--- src/rtl/status_pkg.sv ---
package status_pkg;

    typedef enum logic [1:0] {
        SOP_READ  = 2'd0,
        SOP_WRITE = 2'd1,
        SOP_PIN   = 2'd2,
        SOP_RSVD  = 2'd3
    } sop_e;

    typedef enum logic {
        BYP_LOOKUP  = 1'b0,
        BYP_INSTALL = 1'b1
    } byp_op_e;

    typedef enum logic [2:0] {
        UK_NONE    = 3'd0,
        UK_READ    = 3'd1,
        UK_WRITE   = 3'd2,
        UK_PIN     = 3'd3,
        UK_INSTALL = 3'd4
    } upd_kind_e;

    function automatic upd_kind_e to_upd(sop_e op);
        case (op)
            SOP_READ:  return UK_READ;
            SOP_WRITE: return UK_WRITE;
            SOP_PIN:   return UK_PIN;
            default:   return UK_NONE;
        endcase
    endfunction

    function automatic logic upd_touches_tree(upd_kind_e k);
        return (k == UK_READ) || (k == UK_WRITE) || (k == UK_INSTALL);
    endfunction

endpackage

--- src/rtl/status_req_fifo.sv ---
module status_req_fifo #(
    parameter int WIDTH = 8,
    parameter int DEPTH = 4
) (
    input  logic             clk,
    input  logic             rst,
    input  logic             push,
    input  logic [WIDTH-1:0] din,
    input  logic             pop,
    output logic [WIDTH-1:0] dout,
    output logic             empty,
    output logic             full
);
    localparam int PTR_W = (DEPTH > 1) ? $clog2(DEPTH) : 1;
    localparam int CNT_W = $clog2(DEPTH + 1);

    logic [WIDTH-1:0] mem [DEPTH];
    logic [PTR_W-1:0] wr_ptr, rd_ptr;
    logic [CNT_W-1:0] count;

    function automatic logic [PTR_W-1:0] bump(logic [PTR_W-1:0] p);
        return (p == PTR_W'(DEPTH - 1)) ? '0 : p + 1'b1;
    endfunction

    assign empty = (count == '0);
    assign full  = (count == CNT_W'(DEPTH));
    assign dout  = mem[rd_ptr];

    always_ff @(posedge clk) begin
        if (rst) begin
            wr_ptr <= '0;
            rd_ptr <= '0;
            count  <= '0;
        end else begin
            if (push) begin
                mem[wr_ptr] <= din;
                wr_ptr      <= bump(wr_ptr);
            end
            if (pop) begin
                rd_ptr <= bump(rd_ptr);
            end
            case ({push, pop})
                2'b10:   count <= count + 1'b1;
                2'b01:   count <= count - 1'b1;
                default: count <= count;
            endcase
        end
    end

    // occupancy only moves when an entry enters or leaves
    assert_fifo_hold_R5: assert property (@(posedge clk) disable iff (rst)
        (!push && !pop) |=> $stable(count));

    // never pops from an empty queue
    assert_no_underflow_R5: assert property (@(posedge clk) disable iff (rst)
        pop |-> !empty);

endmodule

--- src/rtl/status_array.sv ---
module status_array
    import status_pkg::*;
#(
    parameter int NUM_SETS = 16,
    parameter int NUM_WAYS = 4
) (
    input  logic                        clk,
    input  logic                        rst,
    input  upd_kind_e                   upd_kind,
    input  logic [$clog2(NUM_SETS)-1:0] upd_set,
    input  logic [$clog2(NUM_WAYS)-1:0] upd_way,
    input  logic [$clog2(NUM_SETS)-1:0] rd_set,
    output logic [NUM_WAYS-1:0]         rd_dirty,
    output logic [NUM_WAYS-1:0]         rd_pinned,
    output logic [NUM_WAYS-2:0]         rd_tree
);
    localparam int WAY_W = $clog2(NUM_WAYS);
    localparam int LVLS  = WAY_W;

    logic [NUM_WAYS-1:0] dirty_q  [NUM_SETS];
    logic [NUM_WAYS-1:0] pinned_q [NUM_SETS];
    logic [NUM_WAYS-2:0] tree_q   [NUM_SETS];

    function automatic logic [NUM_WAYS-2:0] touch(logic [NUM_WAYS-2:0] t,
                                                  logic [WAY_W-1:0] w);
        logic [NUM_WAYS-2:0] r;
        int node;
        logic b;
        r    = t;
        node = 0;
        for (int l = 0; l < LVLS; l++) begin
            b       = w[LVLS-1-l];
            r[node] = ~b;
            node    = 2 * node + 1 + (b ? 1 : 0);
        end
        return r;
    endfunction

    assign rd_dirty  = dirty_q[rd_set];
    assign rd_pinned = pinned_q[rd_set];
    assign rd_tree   = tree_q[rd_set];

    always_ff @(posedge clk) begin
        if (rst) begin
            for (int s = 0; s < NUM_SETS; s++) begin
                dirty_q[s]  <= '0;
                pinned_q[s] <= '0;
                tree_q[s]   <= '0;
            end
        end else begin
            if (upd_touches_tree(upd_kind)) begin
                tree_q[upd_set] <= touch(tree_q[upd_set], upd_way);
            end
            case (upd_kind)
                UK_WRITE:   dirty_q[upd_set][upd_way]  <= 1'b1;
                UK_INSTALL: dirty_q[upd_set][upd_way]  <= 1'b0;
                UK_PIN:     pinned_q[upd_set][upd_way] <= 1'b1;
                default: ;
            endcase
        end
    end

    // a write leaves its way marked dirty
    assert_write_marks_R2: assert property (@(posedge clk) disable iff (rst)
        (upd_kind == UK_WRITE) |=> dirty_q[$past(upd_set)][$past(upd_way)]);

    // an install leaves its way clean
    assert_install_clean_R9: assert property (@(posedge clk) disable iff (rst)
        (upd_kind == UK_INSTALL) |=> !dirty_q[$past(upd_set)][$past(upd_way)]);

    // pinning does not disturb the replacement tree
    assert_pin_keeps_tree_R10: assert property (@(posedge clk) disable iff (rst)
        (upd_kind == UK_PIN) |=> (tree_q[$past(upd_set)] == $past(tree_q[upd_set])));

endmodule

--- src/rtl/status_victim_pick.sv ---
module status_victim_pick #(
    parameter int NUM_WAYS = 4
) (
    input  logic [NUM_WAYS-1:0]         dirty_row,
    input  logic [NUM_WAYS-1:0]         pinned_row,
    input  logic [NUM_WAYS-2:0]         tree_row,
    output logic [$clog2(NUM_WAYS)-1:0] way,
    output logic                        dirty,
    output logic                        none
);
    localparam int WAY_W = $clog2(NUM_WAYS);

    logic [NUM_WAYS-1:0] free_row;
    assign free_row = ~pinned_row;

    always_comb begin
        int  lo;
        int  node;
        int  half;
        logic lf, rf, go_right;
        lo   = 0;
        node = 0;
        for (int l = 0; l < WAY_W; l++) begin
            half = NUM_WAYS >> (l + 1);
            lf   = 1'b0;
            rf   = 1'b0;
            for (int k = 0; k < NUM_WAYS; k++) begin
                if (k >= lo && k < lo + half)              lf = lf | free_row[k];
                if (k >= lo + half && k < lo + 2 * half)   rf = rf | free_row[k];
            end
            go_right = tree_row[node] ? rf : !lf;
            if (go_right) lo = lo + half;
            node = 2 * node + 1 + (go_right ? 1 : 0);
        end
        way   = WAY_W'(lo);
        none  = ~|free_row;
        dirty = dirty_row[way] & ~none;
    end

endmodule

--- src/rtl/cache_status_unit.sv ---
module cache_status_unit
    import status_pkg::*;
#(
    parameter int NUM_SETS    = 16,
    parameter int NUM_WAYS    = 4,
    parameter int QUEUE_DEPTH = 4
) (
    input  logic                        clk,
    input  logic                        rst,
    input  logic                        req_valid,
    output logic                        req_ready,
    input  logic [1:0]                  req_op,
    input  logic [$clog2(NUM_SETS)-1:0] req_set,
    input  logic [$clog2(NUM_WAYS)-1:0] req_way,
    input  logic                        byp_valid,
    input  logic                        byp_op,
    input  logic [$clog2(NUM_SETS)-1:0] byp_set,
    input  logic [$clog2(NUM_WAYS)-1:0] byp_way,
    output logic                        vict_valid,
    output logic [$clog2(NUM_WAYS)-1:0] vict_way,
    output logic                        vict_dirty,
    output logic                        vict_none
);
    localparam int SET_W = $clog2(NUM_SETS);
    localparam int WAY_W = $clog2(NUM_WAYS);

    typedef struct packed {
        logic [1:0]       op;
        logic [SET_W-1:0] idx;
        logic [WAY_W-1:0] way;
    } qent_t;

    localparam int QENT_W = $bits(qent_t);

    qent_t               q_in, q_head;
    logic                q_push, q_pop, q_empty, q_full;
    upd_kind_e           upd_kind;
    logic [SET_W-1:0]    upd_set;
    logic [WAY_W-1:0]    upd_way;
    logic [NUM_WAYS-1:0] row_dirty, row_pinned;
    logic [NUM_WAYS-2:0] row_tree;
    logic [WAY_W-1:0]    pick_way;
    logic                pick_dirty, pick_none;
    logic                is_lookup;

    assign q_in      = '{op: req_op, idx: req_set, way: req_way};
    assign req_ready = !q_full;
    assign q_push    = req_valid && !q_full;
    assign q_pop     = !q_empty && !byp_valid;
    assign is_lookup = byp_valid && (byp_op_e'(byp_op) == BYP_LOOKUP);

    status_req_fifo #(
        .WIDTH (QENT_W),
        .DEPTH (QUEUE_DEPTH)
    ) u_queue (
        .clk   (clk),
        .rst   (rst),
        .push  (q_push),
        .din   (q_in),
        .pop   (q_pop),
        .dout  (q_head),
        .empty (q_empty),
        .full  (q_full)
    );

    always_comb begin
        upd_kind = UK_NONE;
        upd_set  = q_head.idx;
        upd_way  = q_head.way;
        if (byp_valid) begin
            upd_set = byp_set;
            upd_way = byp_way;
            if (byp_op_e'(byp_op) == BYP_INSTALL) upd_kind = UK_INSTALL;
        end else if (!q_empty) begin
            upd_kind = to_upd(sop_e'(q_head.op));
        end
    end

    status_array #(
        .NUM_SETS (NUM_SETS),
        .NUM_WAYS (NUM_WAYS)
    ) u_array (
        .clk       (clk),
        .rst       (rst),
        .upd_kind  (upd_kind),
        .upd_set   (upd_set),
        .upd_way   (upd_way),
        .rd_set    (byp_set),
        .rd_dirty  (row_dirty),
        .rd_pinned (row_pinned),
        .rd_tree   (row_tree)
    );

    status_victim_pick #(
        .NUM_WAYS (NUM_WAYS)
    ) u_pick (
        .dirty_row  (row_dirty),
        .pinned_row (row_pinned),
        .tree_row   (row_tree),
        .way        (pick_way),
        .dirty      (pick_dirty),
        .none       (pick_none)
    );

    always_ff @(posedge clk) begin
        if (rst) begin
            vict_valid <= 1'b0;
            vict_way   <= '0;
            vict_dirty <= 1'b0;
            vict_none  <= 1'b0;
        end else begin
            vict_valid <= is_lookup;
            if (is_lookup) begin
                vict_way   <= pick_way;
                vict_dirty <= pick_dirty;
                vict_none  <= pick_none;
            end
        end
    end

    // the picked way is never a pinned one
    assert_victim_unpinned_R3: assert property (@(posedge clk) disable iff (rst)
        (is_lookup && !pick_none) |-> !row_pinned[pick_way]);

    // a busy bypass port keeps queued work waiting
    assert_queue_held_R6: assert property (@(posedge clk) disable iff (rst)
        (byp_valid && !q_empty) |=> !q_empty);

    // a result appears only after a lookup
    assert_result_pulse_R7: assert property (@(posedge clk) disable iff (rst)
        vict_valid |-> ($past(byp_valid) && !$past(byp_op)));

    // no-victim reported only for a fully pinned set, and never dirty
    assert_none_all_pinned_R8: assert property (@(posedge clk) disable iff (rst)
        (vict_valid && vict_none) |-> ((&$past(row_pinned)) && !vict_dirty));

endmodule

--- config.mk ---
export PLATFORM = sky130hd
export DESIGN_NAME = cache_status_unit
export DESIGN_NICKNAME = d
export VERILOG_FILES = /design/src/rtl/status_pkg.sv /design/src/rtl/status_req_fifo.sv /design/src/rtl/status_array.sv /design/src/rtl/status_victim_pick.sv /design/src/rtl/cache_status_unit.sv
export SDC_FILE = /design/constraint.sdc
export NUM_CORES = 1
export LEC_CHECK = 0
export BUFFER_PORTS_ARGS = -buffer_cell sky130_fd_sc_hd__buf_4
export CORE_MARGIN = 4
export CORE_UTILIZATION = 60
export DETAILED_ROUTE_END_ITERATION = 16
export PLACE_DENSITY = 0.77
export SKIP_LAST_GASP = 1
export SLEW_MARGIN = 30
export SYNTH_ARGS = -nofsm -noshare
export SYNTH_HDL_FRONTEND = slang
export SYNTH_SLANG_ARGS = --single-unit
--- constraint.sdc ---
create_clock -name clk -period 3.5 [get_ports clk]
set_input_delay 0.7 -clock clk [delete_from_list [all_inputs] [get_ports clk]]
set_output_delay 0.7 -clock clk [all_outputs]
set_load 0.1 [all_outputs]
==> summary.txt <==
CORE AREA = 17480 um2
clock-pin slew of the registers on the worst-case setup and hold paths = 0.06 ns
CTS HTree Levels = 1
met1 Usage GRT = 36.38%
gp weighted congestion = 0.8929
global-route congestion overflow total = 0
critical path fanouts, max = 16
Horiz. Die Dim = 142.2 um
number of placement rows = 48
Net Count, Synth = 918
maximum clock insertion buffer count = 3
vertical die dimension = 142.2 um
Post-DP HPWL = 17200 um
number of flops mapped to enable cells by yosys = 144
main area contributors after synthesis = sky130_fd_sc_hd__edfxtp_1, sky130_fd_sc_hd__dfxtp_1, sky130_fd_sc_hd__mux4_1
number of failing hold endpoints at the final stage = 0
met2 layer usage reported by global route = 41.04%
MaxCap Viol Count = 0
count of hold-fix buffers inserted at cts = 0
buffers inserted during post-CTS setup optimization = 0
largest net degree at the start of global routing = 98
Post-layout nets = 944
RSZ-0062 raised after global routing = false
Total GRT Usage = 26.37%
standby leakage power = 4.526 nW
layout filler cell count = 1209
clock latency reported for the late side of the worst-skew pair = 0.51 ns
most frequent cells in the layout = sky130_fd_sc_hd__edfxtp_1, sky130_fd_sc_hd__nor2_1, sky130_fd_sc_hd__dfxtp_1
CP arrival = 3.49 ns
total die area = 20230 um2
type of the tightest min-delay check = in2reg
status = completed
Synth Cell Area = 10810 um2
DRT antenna net count = 0
TritonCTS Sinks = 222
final worst-path cycle share = 92.24%
count of endpoints failing setup in the final report = 0
remaining design rule violation count = 0
power density cells = 534.0 nW/um2
R2R cell count = 6
setup total negative slack = 0 ns
Worst setup EP type = flop
required time reported for the critical path endpoint = 3.76 ns
Post-Place Cells = 1118
Final Routed Wirelength = 25980 um
async set-or-reset flop fraction in the synthesized netlist = 0%
leading cell type in the layout, fill and taps excluded = sky130_fd_sc_hd__edfxtp_1
Hold Crit Depth = 1
# resized after CTS = 0
Synth-to-Final Area Change = 10.19%
effective utilization at floorplan = 61.85%
min cycle time layout = 3.228 ns
routed vias = 7253
post-synth top area share = 40.00%
portion of the post-synthesis area used by sequential elements = 54.45%
number of cells produced by synthesis = 892
DR pass1 iterations = 6
Peak supply drop = 494.9 uV
count of buffers from port buffering = 24
f_max = 309.8 MHz
Synth Warn # = 0
Rel. slew slack = 41.14%
Fin Clk Skew = 0.01555 ns
final cell count without fillers = 1159
drt wl/cell = 22.41 um
clock root buffer = sky130_fd_sc_hd__clkbuf_16
most used routing layer = met2
Setup crit start kind = flop
final number of max-transition violations = 0
Post-Synthesis Mean Instance Area = 12.12 um2
antenna diode count = 0
number of placed I/O pins = 25
overall power of the completed layout = 6.360 mW
category of the most critical setup path = reg2reg
most instantiated flip-flop cell in the synthesis netlist = sky130_fd_sc_hd__edfxtp_1
most area-hungry cell type in the Yosys netlist = sky130_fd_sc_hd__edfxtp_1
drt via density = 6.258
met3 Track Usage GR = 5.679%
CTS tree = built
global-route wire length before repair = 40830 um
number of library cell types mapped by synthesis = 53
antenna violations before repair = 0
number of DRC markers after the initial detailed-route iteration = 926
fraction of final layout cells sized beyond drive strength 1 = 15.85%
Synth Register Bits = 222
slew at the pin closest to its max-slew limit = 0.8584 ns
Inserted Clock Buffers = 23
vias in the first global route = 7312
## synthesized netlist by cell type, types with 6 or more instances
cell type	count
sky130_fd_sc_hd__nand2b_1	23
sky130_fd_sc_hd__and2_1	7
sky130_fd_sc_hd__a21oi_1	8
sky130_fd_sc_hd__mux2i_1	25
sky130_fd_sc_hd__nor2_2	7
sky130_fd_sc_hd__mux4_1	27
sky130_fd_sc_hd__nand2_1	61
sky130_fd_sc_hd__a21o_1	65
sky130_fd_sc_hd__nand3_1	7
sky130_fd_sc_hd__nor3_1	6
sky130_fd_sc_hd__nor2b_1	14
sky130_fd_sc_hd__mux4_2	31
sky130_fd_sc_hd__edfxtp_1	144
sky130_fd_sc_hd__ha_1	6
sky130_fd_sc_hd__inv_1	71
sky130_fd_sc_hd__clkbuf_1	43
sky130_fd_sc_hd__nor2_1	123
sky130_fd_sc_hd__o22ai_1	65
sky130_fd_sc_hd__dfxtp_1	78
sky130_fd_sc_hd__and2b_1	11
## logic make-up after synthesis
logic type | synth area share (%)
buf+inv | 5.660
fa+ha+maj | 0.8797
flops | 54.45
compound gates | 10.77
simple gates | 11.81
mux | 16.27
xor+xnor | 0.1621
## cell type report
type / instances / area, um2 / area share [%]
timing repair buffer: 62 / 481.7 / 4.045
sequential: 222 / 5886 / 49.42
clock inverter: 4 / 21.27 / 0.1786
tap: 225 / 281.5 / 2.364
clock buffer: 37 / 658.1 / 5.526
multi-input combinational: 537 / 4312 / 36.20
inverter: 72 / 270.3 / 2.269
## stage by stage
stage	instance area [um2]	hold slack (ns)	setup WS (ns)	util [%]
after detailed placement	11230	0.4502	0.2486	64.24
after CTS	11910	0.3776	0.2702	68.13
after global placement	11230	0.4427	0.3320	64.24
after global routing	11910	0.3843	0.09418	68.15
after floorplan	10810	0.4350	0.6029	-
final	11910	0.3903	0.2716	68.15
## path summary, 6_finish.rpt
kind | from | to | slack (ns)
min | req_set[3] | u_queue.mem[2][5]$_DFFE_PP_ | 0.39
max reg2reg | flop | u_array.tree_q[7][1]$_SDFFCE_PN0P_ | 0.27
min reg2reg | vict_none$_SDFFE_PP0P_ | vict_none$_SDFFE_PP0P_ | 0.46
max | flop | u_array.tree_q[7][1]$_SDFFCE_PN0P_ | 0.27
## power breakdown
group	internal [mW]	switching [mW]
clock network	1.28	0.958
logic	0.429	0.740
registers	2.90	0.0559
total	4.61	1.75
## critical path, stage by stage, from the launching register on
cell	delay (ns)
sky130_fd_sc_hd__dfxtp_1	0.43
sky130_fd_sc_hd__mux4_2	0.56
sky130_fd_sc_hd__mux2i_4	0.50
sky130_fd_sc_hd__mux4_1	0.65
sky130_fd_sc_hd__a221oi_1	0.37
sky130_fd_sc_hd__a21oi_2	0.25
sky130_fd_sc_hd__and2b_1	0.22
## sequential cells by signal, indices dropped and copies added, names as in the netlist, 2 cells and up, named ones only
| register | cells |
|---|---|
| u_array.dirty_q | 64 |
| u_array.pinned_q | 64 |
| u_array.tree_q | 48 |
| u_queue.count | 3 |
| u_queue.mem | 32 |
| u_queue.rd_ptr | 2 |
| u_queue.wr_ptr | 2 |
| vict_way | 2 |
## layer usage
metal  up-vias  routed length (um)
met2       369               12010
met4         0                1179
met1      3500               10350
met3        84                2437
li1       3300                   -
met5         -                   0
No activity file was read; power rests on OpenSTA's default activity.
